`src/rtl/asi_tx_pkg.sv`:
```
package asi_tx_pkg;
  localparam int BYTE_W = 8;
  localparam logic [BYTE_W-1:0] COMMA_FILL = 8'hBC;

  typedef enum logic [2:0] {
    SLOT_RESET,
    SLOT_SWITCH,
    SLOT_VIDEO,
    SLOT_DATA,
    SLOT_FILL
  } slot_kind_e;
endpackage

```
`src/rtl/asi_edge_sync.sv`:
```
module asi_edge_sync #(
  parameter int STAGES = 2
) (
  input  logic clk,
  input  logic rst,
  input  logic din,
  output logic rise
);
  logic [STAGES-1:0] chain;
  logic              last_q;

  genvar g;
  generate
    for (g = 0; g < STAGES; g++) begin : g_stage
      if (g == 0) begin : g_first
        always_ff @(posedge clk) begin
          if (rst) chain[0] <= 1'b0;
          else     chain[0] <= din;
        end
      end else begin : g_next
        always_ff @(posedge clk) begin
          if (rst) chain[g] <= 1'b0;
          else     chain[g] <= chain[g-1];
        end
      end
    end
  endgenerate

  always_ff @(posedge clk) begin
    if (rst) last_q <= 1'b0;
    else     last_q <= chain[STAGES-1];
  end

  assign rise = chain[STAGES-1] & ~last_q;
endmodule

```
`src/rtl/asi_read_arbiter.sv`:
```
module asi_read_arbiter #(
  parameter int PEND_MAX = 3
) (
  input  logic clk,
  input  logic rst,
  input  logic active,
  input  logic sync_valid,
  input  logic edge_strobe,
  output logic take_sync,
  output logic take_async
);
  localparam int CW = $clog2(PEND_MAX + 1);
  localparam logic [CW-1:0] CMAX = CW'(PEND_MAX);

  logic [CW-1:0] pend_cnt;
  logic          have_req;

  assign have_req   = (pend_cnt != '0) | edge_strobe;
  assign take_sync  = active & sync_valid;
  assign take_async = active & ~sync_valid & have_req;

  always_ff @(posedge clk) begin
    if (rst || !active) begin
      pend_cnt <= '0;
    end else begin
      case ({edge_strobe, take_async})
        2'b10:   if (pend_cnt != CMAX) pend_cnt <= pend_cnt + 1'b1;
        2'b01:   pend_cnt <= pend_cnt - 1'b1;
        default: pend_cnt <= pend_cnt;
      endcase
    end
  end
endmodule

```
`src/rtl/asi_slot_mux.sv`:
```
module asi_slot_mux
  import asi_tx_pkg::*;
(
  input  logic              clk,
  input  logic              rst,
  input  logic              asi_mode,
  input  logic              take_data,
  input  logic [BYTE_W-1:0] fifo_byte,
  input  logic [BYTE_W-1:0] vid_byte,
  input  logic              vid_special,
  input  logic              vid_en,
  output logic              mode_q,
  output logic [BYTE_W-1:0] tx_byte,
  output logic              tx_special,
  output logic              tx_enable
);
  slot_kind_e kind;

  always_comb begin
    if (rst)                    kind = SLOT_RESET;
    else if (asi_mode != mode_q) kind = SLOT_SWITCH;
    else if (!mode_q)           kind = SLOT_VIDEO;
    else if (take_data)         kind = SLOT_DATA;
    else                        kind = SLOT_FILL;
  end

  always_ff @(posedge clk) begin
    mode_q <= rst ? 1'b0 : asi_mode;
    case (kind)
      SLOT_VIDEO: begin
        tx_byte    <= vid_byte;
        tx_special <= vid_special;
        tx_enable  <= vid_en;
      end
      SLOT_DATA: begin
        tx_byte    <= fifo_byte;
        tx_special <= 1'b0;
        tx_enable  <= 1'b1;
      end
      SLOT_RESET: begin
        tx_byte    <= COMMA_FILL;
        tx_special <= 1'b1;
        tx_enable  <= 1'b0;
      end
      default: begin
        tx_byte    <= COMMA_FILL;
        tx_special <= 1'b1;
        tx_enable  <= 1'b1;
      end
    endcase
  end
endmodule

```
`src/rtl/asi_tx_sequencer.sv`:
```
module asi_tx_sequencer
  import asi_tx_pkg::*;
#(
  parameter int SYNC_STAGES = 2,
  parameter int PEND_MAX    = 3
) (
  input  logic              clk,
  input  logic              rst,
  input  logic              asi_mode,
  input  logic [BYTE_W-1:0] vid_byte,
  input  logic              vid_special,
  input  logic              vid_en,
  input  logic              sync_valid,
  input  logic              async_ready,
  input  logic [BYTE_W-1:0] fifo_byte,
  output logic              fifo_read,
  output logic [BYTE_W-1:0] tx_byte,
  output logic              tx_special,
  output logic              tx_enable
);
  logic mode_q;
  logic active;
  logic edge_strobe;
  logic take_sync;
  logic take_async;

  assign active    = asi_mode & mode_q & ~rst;
  assign fifo_read = take_sync | take_async;

  asi_edge_sync #(.STAGES(SYNC_STAGES)) u_sync (
    .clk  (clk),
    .rst  (rst),
    .din  (async_ready),
    .rise (edge_strobe)
  );

  asi_read_arbiter #(.PEND_MAX(PEND_MAX)) u_arb (
    .clk         (clk),
    .rst         (rst),
    .active      (active),
    .sync_valid  (sync_valid),
    .edge_strobe (edge_strobe),
    .take_sync   (take_sync),
    .take_async  (take_async)
  );

  asi_slot_mux u_mux (
    .clk         (clk),
    .rst         (rst),
    .asi_mode    (asi_mode),
    .take_data   (fifo_read),
    .fifo_byte   (fifo_byte),
    .vid_byte    (vid_byte),
    .vid_special (vid_special),
    .vid_en      (vid_en),
    .mode_q      (mode_q),
    .tx_byte     (tx_byte),
    .tx_special  (tx_special),
    .tx_enable   (tx_enable)
  );
endmodule

```
`config.mk`:
```
export PLATFORM = sky130hd
export DESIGN_NAME = asi_tx_sequencer
export DESIGN_NICKNAME = d
export VERILOG_FILES = /design/src/rtl/asi_tx_pkg.sv /design/src/rtl/asi_edge_sync.sv /design/src/rtl/asi_read_arbiter.sv /design/src/rtl/asi_slot_mux.sv /design/src/rtl/asi_tx_sequencer.sv
export SDC_FILE = /design/constraint.sdc
export NUM_CORES = 1
export LEC_CHECK = 0
export BUFFER_PORTS_ARGS = -buffer_cell sky130_fd_sc_hd__buf_2
export CAP_MARGIN = 20
export CORE_MARGIN = 4
export CORE_UTILIZATION = 36
export DETAILED_ROUTE_END_ITERATION = 6
export PLACE_DENSITY = 0.71
export RECOVER_POWER = 50
export REMOVE_ABC_BUFFERS = 1
export SLEW_MARGIN = 20
export SYNTH_ARGS = -nofsm -noshare
export SYNTH_HDL_FRONTEND = slang
export SYNTH_SLANG_ARGS = --single-unit
```
`constraint.sdc`:
```
create_clock -name clk -period 1.39 [get_ports clk]
set_input_delay 0.0695 -clock clk [delete_from_list [all_inputs] [get_ports clk]]
set_output_delay 0.0695 -clock clk [all_outputs]
set_load 0.01 [all_outputs]
```
==> results of run 1 <==
worst paths after layout:
path,from,endpoint,slack (ns),cells past startpoint
max,u_mux.mode_q,u_mux.tx_byte[3],0.04,5
min,vid_byte[7],u_mux.tx_byte[7],0.006,2
max reg2reg,u_mux.mode_q,u_mux.tx_byte[3],0.04,5
min reg2reg,u_sync.chain[0],u_sync.chain[1],0.45,1
per-layer routing:
metal  part of all wire [%]  wire, um  GRT usage, %  up-vias
met5                      0         0             0        -
met4                    1.9        30          13.4        0
met3                    7.5       116          3.32        4
met2                     55       849          28.8       25
met1                     36       555          15.0      274
li1                       -         -             -      300
power groups by stage:
stage	registers, mW	clock network (mW)	logic (mW)
after floorplan	0.503	0	0.0365
after global placement	0.493	0	0.106
after detailed placement	0.494	0	0.109
after CTS	0.484	0.317	0.133
after global routing	0.486	0.339	0.157
final	0.484	0.309	0.143
state kept, by name, indices dropped and copies added (netlist names):
signal and count:
u_mux.tx_byte 8, u_sync.chain 2, u_mux.tx_special 1, u_arb.pend_cnt 2, u_sync.last_q 1, u_mux.mode_q 1, u_mux.tx_enable 1
cell usage after synthesis, types with 2 or more instances:
library cell   n
dfxtp_1       16
nor2b_1        5
o22a_1         5
nor2_1         4
a22o_1         3
nand2_1        2
nand3b_1       2
nor3_1         2
timing repair:
item	CTS	global route
cloned	0	0
setup endpoints to repair	6	6
endpoints found under the hold margin	8	1
setup buffers	0	3
pin swaps	4	4
hold buffers	10	1
gates resized for setup	3	2
placed cells by master (no fill, tap or decap), types with 2 or more instances in the layout:
| cell | count |
|---|---|
| o22a_1 | 5 |
| dfxtp_1 | 14 |
| nor2_1 | 4 |
| buf_2 | 33 |
| nor3_1 | 2 |
| buf_4 | 6 |
| a22o_1 | 3 |
| nand3b_1 | 2 |
| clkbuf_4 | 3 |
| nor2b_4 | 2 |
| dfxtp_2 | 2 |
| nor2b_1 | 4 |
| nand2_1 | 2 |
| dlygate4sd3_1 | 11 |
metrics by stage:
stage | hold WS [ns] | instances | total power [mW] | util (%)
global placement | 0.273 | 104 | 0.599 | 52.0
detailed placement | 0.281 | 104 | 0.603 | 52.0
CTS | 0.000502 | 118 | 0.935 | 61.8
floorplan | 0.141 | 52 | 0.539 | -
finish | 0.00630 | 122 | 0.937 | 64.7
global route | 0.00854 | 122 | 0.982 | 64.7
final cells by class:
type	instances	share of cell area (%)
multi-input combinational	36	28.2
tap	16	2.05
sequential	16	33.1
timing repair buffer	50	32.9
clock buffer	4	3.72
logic make-up (layout without fill, tap and decap cells):
family / count (synthesis) / in the layout / synth area share (%)
buf+inv: 1 / 54 / 0.647
simple gates: 20 / 20 / 21.4
fa+ha+maj: 1 / 1 / 2.16
compound gates: 14 / 14 / 19.0
xor+xnor: 1 / 1 / 1.51
flops: 16 / 16 / 55.3
==> metrics, run 1 <==
normalized max-slew margin=78.4%; Post-DP HPWL=about 1100 um; worst slew pin tran=0.322 ns; max incr delay on CP=around 0.36 ns; Overflow after GRT=0; critical path peak fanout=5; status=completed; Top FF cell, synth=dfxtp_1; clk root buf=clkbuf_4; top cell type by total area after synthesis=dfxtp_1; Antenna diodes=0; Clk pwr share=33.0%; Remaining DRCs=0; worst vdd rail ir drop=0.586 mV; final net count=131; Worst-path clk slew=around 0.090 ns; arrival time worst endpoint=~1.5 ns; crit path cell chain=ha_4, nor2b_4, o41a_1, nand3b_1, o22a_1; total buffers and inverters traversed by the critical path=0; full die area=2320 um2; Net Sw Power=~210 uW; Final Skew=0.00220 ns; dpl cell area=783 um2; FMAX=741 MHz; overall routing resource usage=15.9%; Yosys Warn Count=0; P_leak=0.439 nW; Setup crit end kind=flop; DR WL/cell=~13 um; num rows=14; Synth top area share=a little under three fifths; RSZ-0062 raised after global routing=yes; Worst Setup Path Type=reg2reg; register area=323 um2; CTS buffer count=3; WP data required=1.58 ns; pre-CTS worst setup slack=-0.0217 ns; Ports=34; internal power=725 uW; final instance area=975 um2; Syn Inst Count=53; EDFF count, synth=0; register bit total from synthesis=16; Die H=48.1 um; clk buf depth=2; min cycle time layout=1.35 ns; Routed Antenna Nets=0; Cell variety after synth=22; starting density of the core=38.5%; area of the multi-input gates=275 um2; Pwr Density=961 nW/um2; post-route setup TNS=0 ns; Sw Ratio=22.6%; vias in the first global route=639; core region area=1510 um2; share of layout cells above drive strength 1=a little under half; worst min path class=in2reg; antenna violations before repair=0; Crit path max-delay family=compound AO/OA/AOI/OAI gates; pin count of the biggest net entering global routing=10; post-synthesis async set-or-reset flop share=0%; gpl congestion=0.697; Synth area leaders=dfxtp_1, o22a_1, nor2b_1, a22o_1, nand3b_1; htree depth=1; Post-Route WL=between 1500 and 2000 um; Max Cap Viol=0; CP Launch Type=flop; CTS tree=yes; vias per cell=4.94; Vias=603; Die W=48.1 um; initial drt markers=3; Avg Inst Size Synth=roughly 11 um2; first-pass GRT wire length=2440 um; Port Buffers=33; sequential share of power=51.7%; synthesized area=579 um2; Crit-path slowest cell=dfxtp_2; Comb power frac=15.2%; Skew-Pair Late Insertion Delay=0.29 ns; sequential area share after synthesis=a little under three fifths; Period Utilization, post-route=97.1%; Hold Vio Cnt, Final=0; Area Overhead vs Synth=68.3%; fin. max-slew vios=0; Finish-stage setup viols=0; fin worst setup slack=between 0.04 and 0.05 ns; drt first pass iters=2; clk sink count=16; Filler Cells Inserted=129
Note: power is estimated with default switching activity, not from simulation.
==> inputs of run 2 (changes only) <==
--- a/config.mk
+++ b/config.mk
@@ -8,12 +8,13 @@
 export BUFFER_PORTS_ARGS = -buffer_cell sky130_fd_sc_hd__buf_2
 export CAP_MARGIN = 20
 export CORE_MARGIN = 4
-export CORE_UTILIZATION = 36
+export CORE_UTILIZATION = 39
 export DETAILED_ROUTE_END_ITERATION = 6
-export PLACE_DENSITY = 0.71
+export PLACE_DENSITY = 0.72
 export RECOVER_POWER = 50
 export REMOVE_ABC_BUFFERS = 1
 export SLEW_MARGIN = 20
 export SYNTH_ARGS = -nofsm -noshare
 export SYNTH_HDL_FRONTEND = slang
+export SYNTH_HIERARCHICAL = 1
 export SYNTH_SLANG_ARGS = --single-unit
==> metrics, run 2 <==
status=finished, violations left; failing checks=negative setup slack; Avg Inst Size Synth=roughly 10 um2; overall routing resource usage=15.4%; clk root buf=clkbuf_4; total buffers and inverters traversed by the critical path=2; Cell Count, Final, Fillers Out=137; starting density of the core=40.9%; Remaining DRCs=0; Ports=34; WP data required=around 1.3 ns; critical path peak fanout=3; initial drt markers=14; post-route setup TNS=-0.532 ns; pin count of the biggest net entering global routing=21; first-pass GRT wire length=2960 um; worst slew pin tran=0.192 ns; htree depth=1; normalized max-slew margin=87.1%; biggest regs=u_mux/tx_byte (8), u_arb/pend_cnt (2), u_sync/chain (2); Die H=around 51 um; Crit path max-delay family=simple AND/OR/NAND/NOR gates; top cell type by total area after synthesis=dfxtp_1; min cycle time layout=1.50 ns; vias in the first global route=around 670; Period Utilization, post-route=108%; final net count=approximately 140; vias per cell=4.94; placed insts=130; Worst-path clk slew=around 0.090 ns; Crit path depth=5; CP Launch Type=flop; FMAX=around 670 MHz; CP endpoint=fifo_read; share of layout cells above drive strength 1=between 50 and 60%; max FFs per register=8; Cell variety after synth=26; RSZ-0062 raised after global routing=yes; Synth top area share=45.4%; arrival time worst endpoint=1.43 ns; CTS tree=yes; Vias=between 600 and 700; fin worst setup slack=-0.107 ns; clk sink count=16; Pwr Density=~840 nW/um2; Routed Antenna Nets=0; Overflow after GRT=0; r2r startpoint=u_mux/mode_q; Worst Setup Path Type=reg2out; most used cell, CP=buf_6; Skew-Pair Late Insertion Delay=0.28 ns; most common cell after layout, fill and taps aside=buf_2; top cells by count, synth=dfxtp_1, nor3_1, and4b_2, o21bai_1; Post-Route WL=about 1800 um; max incr delay on CP=0.33 ns; post-synthesis async set-or-reset flop share=0%; Port Buffers=33; Top FF cell, synth=dfxtp_1; Yosys Warn Count=6; Final Skew=0.00359 ns; Area Overhead vs Synth=42.2%; num rows=15; register bit total from synthesis=16; full die area=2550 um2; Max Cap Viol=0; worst min path class=in2reg; largest reg by FF count=u_mux/tx_byte; clk buf depth=2; DR WL/cell=13.0 um; sequential area share after synthesis=between 40% and 50%; synthesized area=706 um2; Synth area leaders=dfxtp_1, and4b_2, o21bai_1, nor3_1, or3b_1; Post-DP HPWL=1220 um; P_leak=0.457 nW; worst vdd rail ir drop=between 0.5 and 0.6 mV; EDFF count, synth=0; Hold Vio Cnt, Final=0; count leader, synth=dfxtp_1; r2r worst-path depth=6; origin of the worst setup path=u_mux/mode_q; Finish-stage setup viols=9; pre-CTS worst setup slack=-0.0898 ns; r2r endpoint=u_mux/tx_byte[3]; Antenna diodes=0; most frequent cells in the layout=buf_2, dfxtp_1, buf_4, nor3_1; Die W=~51 um; Setup crit end kind=primary output; fin. max-slew vios=0; crit path cell chain=and3b_1, nor3b_2, or2_4, buf_6, buf_6; core region area=around 1700 um2; CTS buffer count=3; gpl congestion=0.712; FF-to-FF setup slack=-0.10 ns; Syn Inst Count=70; Crit-path slowest cell=dfxtp_2; drt first pass iters=4; antenna violations before repair=0
## run 2: changes by cell type in the layout (fill, tap and decap cells not counted), sizes merged, moves of 5 or more
cell,before,now
nor3,2,7
dlygate4sd3,11,1
o22a,5,0
o21bai,0,5
and4b,0,5
## run 2: worst min path at each step
stage / cells past startpoint / startpoint / to
floorplan: 1 / rst / u_mux/tx_byte[0]
global placement: 2 / async_ready / u_sync/chain[0]
detailed placement: 2 / async_ready / u_sync/chain[0]
CTS: 3 / vid_en / u_mux/tx_enable
global route: 3 / vid_en / u_mux/tx_enable
finish: 3 / vid_en / u_mux/tx_enable
## run 2: logic make-up after synthesis
logic type	count (synthesis)	synth area share, %
AO/OA/AOI/OAI	14	13.8
buffers and inverters	5	6.74
flip-flops	16	45.4
AND/OR/NAND/NOR	35	34.0
## run 2: final cells by class
type / instances / area, um2
fillers: 176 / 723
multi-input cells: 49 / 363
flip-flops and latches: 16 / 323
repair buffers: 43 / 260
well taps: 25 / 31.3
clock buffers: 3 / 22.5
inverters: 1 / 3.75
## run 2: report_power, final
| part | internal [mW] | leakage [nW] | switching (mW) |
|---|---|---|---|
| Combinational | 0.0682 | 0.312 | 0.0587 |
| Clock | 0.100 | 0.0138 | 0.136 |
| Sequential | 0.475 | 0.132 | 0.00469 |
| Total | 0.644 | 0.457 | 0.200 |
## run 2: timing repair
item | in CTS | in global routing
hold buffers | 1 | 0
endpoints found under the setup margin | 9 | 10
gates cloned | 0 | 0
resized for setup | 6 | 6
pin swaps | 5 | 2
endpoints found under the hold margin | 1 | 0
buffers inserted | 3 | 0
## run 2: stage by stage
stage	cell area [um2]	total power [mW]	hold WS [ns]	utilization, %
floorplan	662	0.534	0.139	-
global placement	903	0.602	0.276	52.3
detailed placement	903	0.605	0.283	52.3
CTS	982	0.846	0.00999	56.9
global route	1000	0.889	0.00398	58.1
finish	1000	0.843	0.00906	58.1
## run 2: worst register-to-register path, stage by stage (launching register included)
cell,delay (ns)
dfxtp_2,0.33
and3b_1,0.18
nor3b_2,0.16
or2_4,0.25
buf_4,0.15
and4b_2,0.24
o21bai_1,0.12
## run 2: layer usage
layer,GRT usage (%),vias to the layer above,wire [um]
li1,-,341,-
met4,8.07,0,22
met2,26.3,16,923
met1,17.8,318,732
met5,0,-,0
met3,3.56,2,96
==> inputs of run 3 (changes only) <==
--- a/config.mk
+++ b/config.mk
@@ -9,6 +9,7 @@
 export CAP_MARGIN = 20
 export CORE_MARGIN = 4
 export CORE_UTILIZATION = 39
+export CTS_CLUSTER_SIZE = 12
 export DETAILED_ROUTE_END_ITERATION = 6
 export PLACE_DENSITY = 0.72
 export RECOVER_POWER = 50
==> constraint.sdc (replaced) <==
create_clock -name clk -period 1.39 [get_ports clk]
set_input_delay 0.2085 -clock clk [delete_from_list [all_inputs] [get_ports clk]]
set_output_delay 0.2085 -clock clk [all_outputs]
set_load 0.01 [all_outputs]
==> metrics, run 3 (same netlist as run 2, synthesis figures left out) <==
internal power=just under 700 uW; first-pass GRT wire length=2440 um; Comb power frac=13.1%; clk root buf=clkbuf_4; normalized max-slew margin=between 60% and 70%; clk buf depth=2; Overall Power=903 uW; M1 wire length=677 um; fin worst setup slack=-0.134 ns; clk sink count=16; worst min path class=in2reg; starting density of the core=40.9%; Pwr Density=931 nW/um2; initial drt markers=2; Post-Route WL=1700 um; pre-CTS worst setup slack=-0.0963 ns; CTS tree=yes; Ports=34; FMAX=656 MHz; Worst-path clk slew=0.09 ns; CP Launch Type=flop; Clk pwr share=between 30% and 40%; max FFs per register=8; worst vdd rail ir drop=between 0.7 and 0.8 mV; critical path peak fanout=3; core region area=1730 um2; max incr delay on CP=0.33 ns; Final Util=56.2%; RSZ-0062 raised after global routing=yes; Overflow after GRT=0; antenna violations before repair=0; final net count=133; most frequent cells in the layout=buf_2, dfxtp_1, nor3_1; placed insts=128; gpl congestion=between 0.7 and 0.8; Net Sw Power=between 200 and 250 uW; Die H=50.5 um; largest reg by FF count=u_mux/tx_byte; CTS buffer count=3; DR WL met2=910 um; Antenna diodes=0; Met3 Routed Length=around 90 um; drt first pass iters=2; overall routing resource usage=13.0%; top routing layer in use=met4; Port Buffers=33; fin. max-slew vios=0; Sw Ratio=23.0%; Cell Count, Final, Fillers Out=134; Die W=50.5 um; Filler Cells Inserted=174; htree depth=1; Period Utilization, post-route=110%; crit path cell chain=and3b_1, nor3b_2, or2_4, buf_6; biggest regs=u_mux/tx_byte (8), u_arb/pend_cnt (2), u_sync/chain (2); post-route setup TNS=-0.389 ns; Final Skew=between 0.0015 and 0.002 ns; Post-DP HPWL=1180 um; most common cell after layout, fill and taps aside=buf_2; full die area=roughly 2600 um2; failing checks=negative setup slack; min cycle time layout=1.52 ns; arrival time worst endpoint=1.32 ns; Max Cap Viol=0; Finish-stage setup viols=6; pin count of the biggest net entering global routing=21; vias per cell=4.89; worst slew pin tran=0.587 ns; status=finished, violations left; Setup crit end kind=primary output; Area Overhead vs Synth=37.4%; sequential share of power=53.2%; P_leak=0.435 nW; Routed Antenna Nets=0; num rows=15; Skew-Pair Late Insertion Delay=0.28 ns; number of hold buffers added after cts=0; Worst Setup Path Type=reg2out; share of layout cells above drive strength 1=48.6%; Remaining DRCs=0; Hold Vio Cnt, Final=0; WP data required=1.18 ns; Crit-path slowest cell=dfxtp_2; Vias=~660; vias in the first global route=594; DR WL/cell=12.7 um
run 3: cell types whose count changed in the layout (fill, tap and decap cells not counted):
cell,before,now
a21oi_1,2,3
a21oi_2,2,1
buf_2,32,29
buf_4,6,3
buf_6,4,2
clkbuf_1,0,5
clkbuf_8,0,1
dfxtp_1,14,13
dfxtp_2,2,3
dlygate4sd3_1,1,0
nor3_2,1,0
nor3_4,0,1
run 3: worst max-delay path, delay by kind of cell, from the launching register on:
family | cells | cell delay, ns
and+or+nand+nor | 3 | 0.59
DFF | 1 | 0.33
buffers and inverters | 1 | 0.12
run 3: final cells by class:
class	instances	area, um2	area share (%)
Clock buffer	4	36.3	3.74
Tap cell	25	31.3	3.23
Timing Repair Buffer	39	209	21.5
Multi-Input combinational cell	49	365	37.7
Sequential cell	16	324	33.4
Inverter	1	3.75	0.387
run 3: worst paths after layout:
kind / from / to / slack, ns / cells after the start
setup reg to reg: u_mux/mode_q / u_mux/tx_byte[4] / -0.06 / 6
hold reg to reg: u_sync/chain[0] / u_sync/chain[1] / 0.46 / 1
setup / recovery: u_mux/mode_q / fifo_read / -0.13 / 4
hold / removal: async_ready / u_sync/chain[0] / 0.13 / 2
run 3: power groups by stage:
stage / registers (mW) / clock network, mW / logic, mW
detailed placement: 0.490 / 0 / 0.114
finish: 0.480 / 0.304 / 0.119
CTS: 0.480 / 0.310 / 0.117
global placement: 0.489 / 0 / 0.111
floorplan: 0.500 / 0 / 0.0336
global route: 0.482 / 0.340 / 0.130
run 3: per-stage QoR:
step	area [um2]	hold slack (ns)
5_1_grt	970	0.142
6_report	970	0.129
3_3_place_gp	888	0.417
2_1_floorplan	662	0.278
3_5_place_dp	888	0.424
4_1_cts	952	0.127
run 3: timing repair:
item,in CTS,in global routing
pin swaps,3,4
cloned,0,1
hold endpoints to repair,0,0
resized for setup,5,6
setup endpoints to repair,8,10
buffers inserted,1,0
run 3: routing by layer:
| layer | up-vias | GRT usage (%) |
|---|---|---|
| li1 | 333 | - |
| met4 | 0 | 8.07 |
| met2 | 16 | 23.5 |
| met1 | 304 | 13.3 |
| met5 | - | 0 |
| met3 | 2 | 2.97 |
